<file path="config.mk">
export PLATFORM = sky130hd
export DESIGN_NAME = xta_responder
export DESIGN_NICKNAME = d
export VERILOG_FILES = /design/src/rtl/xta_pkg.sv /design/src/rtl/xta_sync.sv /design/src/rtl/xta_ctrl.sv /design/src/rtl/xta_datapath.sv /design/src/rtl/xta_responder.sv
export SDC_FILE = /design/constraint.sdc
export NUM_CORES = 1
export LEC_CHECK = 0
export ABC_CLOCK_PERIOD_IN_PS = 4800
export BUFFER_PORTS_ARGS = -buffer_cell sky130_fd_sc_hd__buf_2
export CAP_MARGIN = 20
export CORE_ASPECT_RATIO = 0.8
export CORE_MARGIN = 2
export CORE_UTILIZATION = 45
export CTS_BUF_LIST = sky130_fd_sc_hd__clkbuf_8
export CTS_CLUSTER_DIAMETER = 30
export DETAILED_ROUTE_END_ITERATION = 7
export PLACE_DENSITY = 0.8
export SETUP_SLACK_MARGIN = 0.5
export SYNTH_ARGS = -nofsm -noshare
export SYNTH_HDL_FRONTEND = slang
export SYNTH_SLANG_ARGS = --single-unit
</file>
<file path="constraint.sdc">
create_clock -name clk -period 4.8 [get_ports clk]
set_clock_uncertainty 0.1 [all_clocks]
set_input_delay 0.24 -clock clk [delete_from_list [all_inputs] [get_ports clk]]
set_output_delay 0.24 -clock clk [all_outputs]
set_load 0.005 [all_outputs]
</file>
<file path="src/rtl/xta_pkg.sv">
package xta_pkg;
  localparam int DATA_W = 8;
  localparam int FLAG_W = 4;
  localparam int BUSY_BIT = 0;

  localparam logic [1:0] OFS_STATUS = 2'd1;
  localparam logic [1:0] OFS_RESET = 2'd1;
  localparam logic [1:0] OFS_SELECT = 2'd2;
  localparam logic [1:0] OFS_CONTROL = 2'd3;

  typedef enum logic [1:0] {
    RD_IDLE = 2'd0,
    RD_TURN = 2'd1,
    RD_DRIVE = 2'd2,
    RD_RELEASE = 2'd3
  } rdState_t;

  typedef struct packed {
    logic driveNext;
    logic selWr;
    logic rstWr;
    logic ctlWr;
  } dpStrobes_t;
endpackage

</file>
<file path="src/rtl/xta_sync.sv">
module xta_sync #(
  parameter int W = 16,
  parameter int STAGES = 2,
  parameter logic [W-1:0] RST_VAL = '0
) (
  input  logic         clk,
  input  logic         rst,
  input  logic [W-1:0] d,
  output logic [W-1:0] q
);
  logic [STAGES-1:0][W-1:0] stage;

  always_ff @(posedge clk or posedge rst) begin
    if (rst) begin
      for (int i = 0; i < STAGES; i++) stage[i] <= RST_VAL;
    end else begin
      stage[0] <= d;
      for (int i = 1; i < STAGES; i++) stage[i] <= stage[i-1];
    end
  end

  assign q = stage[STAGES-1];
endmodule

</file>
<file path="src/rtl/xta_ctrl.sv">
module xta_ctrl
  import xta_pkg::*;
(
  input  logic       clk,
  input  logic       rst,
  input  logic       iorS,
  input  logic       iowS,
  input  logic       csS,
  input  logic       aenS,
  input  logic [1:0] addrS,
  output dpStrobes_t strobes,
  output logic       xcvrToHost
);
  rdState_t state, nextState;
  logic iorD, iowD;
  logic rdHit, wrHit;

  always_ff @(posedge clk or posedge rst) begin
    if (rst) begin
      iorD <= 1'b1;
      iowD <= 1'b1;
      state <= RD_IDLE;
    end else begin
      iorD <= iorS;
      iowD <= iowS;
      state <= nextState;
    end
  end

  // falling read strobe with a full status-offset decode
  assign rdHit = !iorS && iorD && !csS && !aenS && (addrS == OFS_STATUS);
  // write acts once, at the end of the strobe
  assign wrHit = iowS && !iowD && !csS && !aenS;

  always_comb begin
    nextState = state;
    unique case (state)
      RD_IDLE:    if (rdHit) nextState = RD_TURN;
      RD_TURN:    nextState = RD_DRIVE;
      RD_DRIVE:   if (iorS) nextState = RD_RELEASE;
      RD_RELEASE: nextState = rdHit ? RD_TURN : RD_IDLE;
      default:    nextState = RD_IDLE;
    endcase
  end

  always_comb begin
    strobes.driveNext = (nextState == RD_DRIVE);
    strobes.selWr = wrHit && (addrS == OFS_SELECT);
    strobes.rstWr = wrHit && (addrS == OFS_RESET);
    strobes.ctlWr = wrHit && (addrS == OFS_CONTROL);
  end

  assign xcvrToHost = (state != RD_IDLE);
endmodule

</file>
<file path="src/rtl/xta_datapath.sv">
module xta_datapath
  import xta_pkg::*;
(
  input  logic              clk,
  input  logic              rst,
  input  dpStrobes_t        strobes,
  input  logic [DATA_W-1:0] dataS,
  input  logic              drqS,
  input  logic              irqS,
  input  logic              fwLoad,
  input  logic [FLAG_W-1:0] fwFlags,
  output logic [DATA_W-1:0] dataOut,
  output logic              dataOe,
  output logic              selectPulse,
  output logic              resetPulse,
  output logic [DATA_W-1:0] selectReg,
  output logic [DATA_W-1:0] controlReg
);
  localparam int PAD_W = DATA_W - FLAG_W - 2;

  logic [FLAG_W-1:0] heldFlags, flagsNext;
  logic [DATA_W-1:0] statusByte;

  assign statusByte = {{PAD_W{1'b0}}, heldFlags, irqS, drqS};

  always_comb begin
    flagsNext = fwLoad ? fwFlags : heldFlags;
    if (strobes.selWr) flagsNext[BUSY_BIT] = 1'b1;
    if (strobes.rstWr) flagsNext[BUSY_BIT] = 1'b0;
  end

  always_ff @(posedge clk or posedge rst) begin
    if (rst) begin
      heldFlags <= '0;
      dataOut <= '0;
      dataOe <= 1'b0;
      selectPulse <= 1'b0;
      resetPulse <= 1'b0;
      selectReg <= '0;
      controlReg <= '0;
    end else begin
      heldFlags <= flagsNext;
      dataOe <= strobes.driveNext;
      dataOut <= strobes.driveNext ? statusByte : '0;
      selectPulse <= strobes.selWr;
      resetPulse <= strobes.rstWr;
      if (strobes.selWr) selectReg <= dataS;
      if (strobes.ctlWr) controlReg <= dataS;
    end
  end
endmodule

</file>
<file path="src/rtl/xta_responder.sv">
module xta_responder
  import xta_pkg::*;
(
  input  logic              clk,
  input  logic              rst,
  input  logic              iorN,
  input  logic              iowN,
  input  logic              csN,
  input  logic              aen,
  input  logic [1:0]        addr,
  input  logic [DATA_W-1:0] dataIn,
  input  logic              drqPin,
  input  logic              irqPin,
  input  logic              fwLoad,
  input  logic [FLAG_W-1:0] fwFlags,
  output logic [DATA_W-1:0] dataOut,
  output logic              dataOe,
  output logic              xcvrToHost,
  output logic              selectPulse,
  output logic              resetPulse,
  output logic [DATA_W-1:0] selectReg,
  output logic [DATA_W-1:0] controlReg
);
  localparam int BUS_W = DATA_W + 8;
  localparam logic [BUS_W-1:0] BUS_IDLE = {4'b1111, {(BUS_W-4){1'b0}}};

  logic [BUS_W-1:0] busRaw, busS;
  dpStrobes_t strobes;

  assign busRaw = {iorN, iowN, csN, aen, addr, dataIn, drqPin, irqPin};

  xta_sync #(.W(BUS_W), .STAGES(2), .RST_VAL(BUS_IDLE)) uSync (
    .clk(clk), .rst(rst), .d(busRaw), .q(busS)
  );

  xta_ctrl uCtrl (
    .clk(clk), .rst(rst),
    .iorS(busS[BUS_W-1]), .iowS(busS[BUS_W-2]),
    .csS(busS[BUS_W-3]), .aenS(busS[BUS_W-4]),
    .addrS(busS[BUS_W-5:BUS_W-6]),
    .strobes(strobes), .xcvrToHost(xcvrToHost)
  );

  xta_datapath uDp (
    .clk(clk), .rst(rst), .strobes(strobes),
    .dataS(busS[DATA_W+1:2]), .drqS(busS[1]), .irqS(busS[0]),
    .fwLoad(fwLoad), .fwFlags(fwFlags),
    .dataOut(dataOut), .dataOe(dataOe),
    .selectPulse(selectPulse), .resetPulse(resetPulse),
    .selectReg(selectReg), .controlReg(controlReg)
  );
endmodule

</file>
=== Word level (Yosys, flattened, before mapping) ===
Index checks and enable logic that the tools add are counted.

* Bits in registers: 67
* Input port bits: 23
* Output and inout bits: 28
* Logic and storage cells: 45

* Equality and inequality tests: 7
* Mux-type cells: 8
* Reduce and logical (&&, ||, !) cells: 17

{| class="wikitable"
|+ Operators by type and width
! operator !! count
|-
| equality test 2 bit (second input constant) || 5
|-
| logical AND 1 bit || 10
|-
| case mux 2 bit (4 select lines) || 1
|-
| 2-to-1 mux 6 bit || 1
|-
| equality test 2 x 1 -> 1 bit (second input constant) || 2
|-
| zero test 1 bit || 4
|-
| 2-to-1 mux 1 bit || 4
|-
| 2-to-1 mux 2 bit || 2
|-
| nonzero test 3 bit || 1
|-
| zero test 2 bit || 1
|-
| nonzero test 2 bit || 1
|}

=== Depth between registers and ports, before layout ===
* Word-level depth: 9
* Gate-level depth with buffers: 4
* Gate-level depth less buffers: 3

=== By module ===
Synthesis repeated with hierarchy kept, for this count alone.

* Cell total of the unflattened synthesis: 135
* Area total of the unflattened synthesis: 2,252.2 µm²

{| class="wikitable"
|+ By module, submodules not included
! module !! times used !! cells an instance !! area an instance (µm²) !! seq. area each (µm²)
|-
| xta_datapath || 1 || 63 || 1,101.1 || 725.7
|-
| xta_sync || 1 || 49 || 934.6 || 810.8
|-
| xta_ctrl || 1 || 23 || 216.5 || 102.6
|}

=== Least setup slack after synthesis ===
Ideal clock, no wire load.

* Path type: register -> register
* From: register uSync.stage (netlist bit uSync.q[14])
* To: register uDp.controlReg[0]
* Setup time: 0.125 ns
* Data arrival time: 1.437 ns
* Required time: 4.575 ns
* Setup slack: 3.138 ns
* Stages on the path, launching flop included: 5
* Path buffers: 1
* Clock period less this slack: 1.662 ns
* Cells stage by stage: dfstp_2 > nor4b_4 > and3_2 > buf_6 > mux2_2

* Longest elaborated chain between the ends: 4

{| class="wikitable"
|+ Ends and longest elaborated chain
! item !! line !! text
|-
| start, declared || xta_sync.sv:11 || <nowiki>logic [STAGES-1:0][W-1:0] stage;</nowiki>
|-
| logical AND 1 bit (3 in a row) || xta_ctrl.sv:33 || <nowiki>assign wrHit = iowS && !iowD && !csS && !aenS;</nowiki>
|-
| logical AND 1 bit || xta_ctrl.sv:50 || <nowiki>strobes.ctlWr = wrHit && (addrS == OFS_CONTROL);</nowiki>
|-
| end signal, assigned || xta_datapath.sv:48 || <nowiki>if (strobes.ctlWr) controlReg <= dataS;</nowiki>
|-
| end, declared || xta_datapath.sv:17 || <nowiki>output logic [DATA_W-1:0] controlReg</nowiki>
|}

No other way between the ends.
A chain may end at the register's enable or synchronous reset.

=== Worst setup path in the final report ===
* From: register uSync.stage (netlist bit uSync.q[14])
* To: register uDp.controlReg[5]

The elaborated chain is that of the path after synthesis.

==> impl.org <==
** Power and ir drop
- The share of total power dissipated in combinational logic is 0.137.
- Switching power :: 281 µW
- Switching share of total power :: 0.240
- IR analysis of the VDD net gives a maximum drop of 230 µV.
- Clock share of power :: 0.297
- Fraction of power consumed by sequential logic :: 0.566
- The internal portion of the total power is 888 µW.
- PD cells :: 434 nW/µm²
- The analysis attributes to cell leakage a power of 0.00135 µW.

** Worst setup path
- In this run the worst setup path begins at uSync.q[14]$_DFF_PP1_.
- For this design, the slowest cell found on the critical path is sky130_fd_sc_hd__dfstp_2.
- In this run the critical register-to-register path is launched from uSync.q[14]$_DFF_PP1_.
- Type of element capturing the critical path :: register
- The signal on the critical path passes through nor4b_4, and3_2, mux2_2.
- Worst Path Class, Setup :: register to register
- Critical-path maximum fanout :: 8
- Data arrival time of the worst path :: 1.86 ns
- Sort of element at the start of the critical path :: register
- Worst path required time :: 4.90 ns
- In this design, the stage delay of the slowest critical-path cell is 0.53 ns.

** Timing
- Final number of hold-violating endpoints :: 0
- At the pin with the least slew margin, the transition time is 0.765 ns.
- The number of pins with negative max-slew slack in the final report is 0.
- The worst pin sits at a relative slew slack of 0.490.
- Final-report setup violation count :: 0
- Of the available clock period, the critical path in the final layout requires 0.367.
- Tmin final :: 1.76 ns
- Min Hold Slack :: 0.0496 ns
- Setup repair after global routing left no endpoint under its margin.
- Static timing analysis puts the maximum clock frequency at 0.568 GHz.
- Final TNS setup :: 0 ns

** Synth
- Sequential cell area fraction in the yosys report :: 0.788
- Top post-synthesis cells by area :: sky130_fd_sc_hd__dfrtp_1 66%, sky130_fd_sc_hd__dfstp_2 13%, sky130_fd_sc_hd__mux2_2 10%, sky130_fd_sc_hd__nor2b_1 1.8%, sky130_fd_sc_hd__nor4b_4 1.1%
- sky130_fd_sc_hd__dfrtp_1 takes more of the synthesized area than any other cell.
- Of all flip-flops after synthesis, the portion carrying an async set or reset was 1.00.
- Number of synthesized flops with an enable pin :: 0
- The mapped netlist covers 2080 µm².
- List of most frequent post-synthesis cells :: 55 x sky130_fd_sc_hd__dfrtp_1, 19 x sky130_fd_sc_hd__mux2_2, 10 x sky130_fd_sc_hd__dfstp_2
- Post-synth top flop :: sky130_fd_sc_hd__dfrtp_1
- Synthesis produced a netlist whose cell count is 118.
- The most common cell in the synthesized netlist is sky130_fd_sc_hd__dfrtp_1.
- Synthesis inferred 65 register bits.
- YS warnings :: 0
- Proportion of netlist area held by the largest area contributor :: 0.661
- Number of library cell types mapped by synthesis :: 23
- Mean cell area of the mapped netlist :: 17.6 µm²

** Flow run
- Max-cap violations in this run came to 0.

** Placed design
- Final estimated routing congestion in global placement :: 0.797
- PortBufs :: 48
- Once detailed placement completed, the half-perimeter wirelength came to 2100 µm.

** Finish
- The multi-input combinational cells in the finished layout cover a total of 400 µm².
- In the final layout, the share of cells above drive strength 1 is 0.472.
- Compared with the post-synthesis result, the final layout area differs by 29.4%.
- In the final layout, flip-flops and latches occupy 1640 µm².
- After the last flow step, the layout net total stands at 215.
- Number of antenna cells inserted :: 0
- Fill cells :: 369

** Drt
- Drt pass-1 iters :: 4
- DRC violations left :: 0
- Total detailed-routing wirelength :: 3180 µm
- For this block, the initial DRC count from the detailed router was 91.
- Mean number of vias per cell :: 4.29
- After detailed routing, the average wire length per cell comes to 12.4 µm.
- The detail route stage leaves a number of antenna-violating nets equal to 0.
- Via Count :: 1103

** Hold path
- The worst hold path belongs to the class input port to async pin.

** Floorplan
- Die ar. :: 5190 µm²
- In this run the vertical extent of the chip is 64.8 µm.
- Initial standard-cell utilization of the core :: 0.461
- Number of I/O pins :: 51
- The total area inside the core boundary comes to 4510 µm².
- Die width :: 80.0 µm
- The floorplan has 22 rows.

** CTS
- Clock tree from TritonCTS :: done
- Clock latency at the later pin of the worst-skew pair :: 0.31 ns
- Clock tree synthesis selected as its root buffer the cell sky130_fd_sc_hd__clkbuf_8.
- The clock drives 65 sinks.
- In this run the post-CTS setup repair buffer count came out at 0.
- H-tree depth reported by CTS :: 3
- In this run the deepest clock path goes through 2 buffers.
- Clock-pin slew was measured on the worst setup and hold paths at 0.07 ns.
- CTS buffer count :: 9

** GRT
- The number of antenna violations at the first check in global routing was 0.
- Maximum number of pins on one net before global-route repair :: 66
- For this run, the total global-route usage over all layers was measured as 0.140.
- Overflow left after global routing :: 0
- Via count of the first global-routing pass :: 1062
- The first global-routing pass estimated 5120 µm of wire.

** Run status
- The run finished with clean final reports.
-- metrics by stage --
stage	instance area, µm²	setup slack [ns]	util	total power [µW]	instances
global route	2690	2.93	0.596	1240	257
global placement	2380	3.09	0.527	815	225
floorplan	2080	2.85	-	746	119
finish	2690	3.04	0.596	1170	257
CTS	2690	3.03	0.596	1190	257
detailed placement	2380	3.02	0.527	825	225
-- metal layers --
metal,share of wire,track usage,up-vias
met1,0.42,0.168,541
met4,0.011,0.0636,0
li1,-,-,533
met3,0.042,0.0585,2
met5,0,0,-
met2,0.53,0.222,27
-- worst max-delay path, delay by kind of cell, from the launching register on --
kind	cells	cell delay, ns
muxes	1	0.37
DFF	1	0.53
and+or+nand+nor	2	0.65
-- cells by family after synthesis --
logic type      after synthesis  synth area share
compound gates                5            0.0156
buf+inv                       8            0.0216
simple gates                 18            0.0613
other cells                   1           0.00180
xor+xnor                      1           0.00421
flops                        65             0.788
mux                          20             0.108
-- what timing repair did --
item	in CTS	in global routing
endpoints found under the hold margin	16	0
setup endpoints to repair	0	0
resized for setup	0	0
hold buffers	16	0
-- final timing paths --
kind,endpoint,slack [ns],depth (start not counted)
max in group asynchronous,uDp.resetPulse$_DFF_PP0_,4.06,3
worst min-delay path,uDp.selectReg[4]$_DFFE_PP0P_,0.05,3
min in group clk,uDp.heldFlags[1]$_DFFE_PP0P_,0.07,2
worst max-delay path,uDp.controlReg[5]$_DFFE_PP0P_,3.04,3
worst min register to register,uSync.q[1]$_DFF_PP0_,0.25,0
worst max register to register,uDp.controlReg[5]$_DFFE_PP0P_,3.04,3
-- registers in the layout, summed over array words and instances, names as in the netlist --
signal,count
uDp.selectReg,8
uDp.controlReg,8
uDp.dataOe,1
uDp.dataOut,6
uSync.stage,16
uDp.selectPulse,1
uDp.heldFlags,4
uSync.q,16
uCtrl.iorD,1
uCtrl.iowD,1
uCtrl.state,2
uDp.resetPulse,1
-- power by group through the flow --
stage / clock (µW) / sequential [µW] / combinational [µW]
5_1_grt: 393 / 670 / 177
6_report: 347 / 662 / 160
3_5_place_dp: 0 / 672 / 153
3_3_place_gp: 0 / 669 / 146
4_1_cts: 360 / 662 / 163
2_1_floorplan: 0 / 670 / 75.3
-- layout by cell type, fill, tap and decap left out --
cell / Yosys / final
sky130_fd_sc_hd__clkbuf_8: 0 / 9
sky130_fd_sc_hd__nor3b_1: 1 / 1
sky130_fd_sc_hd__a21oi_1: 3 / 3
sky130_fd_sc_hd__dfrtp_1: 55 / 55
sky130_fd_sc_hd__and3_2: 1 / 1
sky130_fd_sc_hd__nor3_1: 1 / 1
sky130_fd_sc_hd__buf_4: 2 / 1
sky130_fd_sc_hd__nor2b_1: 6 / 6
sky130_fd_sc_hd__nor2_1: 2 / 2
sky130_fd_sc_hd__mux2i_1: 1 / 1
sky130_fd_sc_hd__nand3_2: 1 / 1
sky130_fd_sc_hd__inv_1: 5 / 10
sky130_fd_sc_hd__inv_2: 0 / 1
sky130_fd_sc_hd__xor2_1: 1 / 1
sky130_fd_sc_hd__a2bb2oi_1: 1 / 1
sky130_fd_sc_hd__nand3_1: 1 / 1
sky130_fd_sc_hd__nand2_1: 2 / 2
sky130_fd_sc_hd__dlygate4sd3_1: 0 / 16
sky130_fd_sc_hd__a221oi_1: 1 / 1
sky130_fd_sc_hd__dfstp_2: 10 / 10
sky130_fd_sc_hd__nor4b_4: 1 / 1
sky130_fd_sc_hd__conb_1: 1 / 2
sky130_fd_sc_hd__mux2_2: 19 / 19
sky130_fd_sc_hd__nor4bb_1: 1 / 1
sky130_fd_sc_hd__clkinv_2: 0 / 1
sky130_fd_sc_hd__buf_2: 0 / 48
sky130_fd_sc_hd__or2_2: 1 / 1
-- final cells by class --
class                   count  area share
repair buffers             65       0.151
clock inverters             7      0.0102
flip-flops and latches     65       0.609
clock buffers               9      0.0460
inverters                   5     0.00697
well taps                  60      0.0279
multi-input cells          46       0.149
No activity file was read; power rests on OpenSTA's default activity.
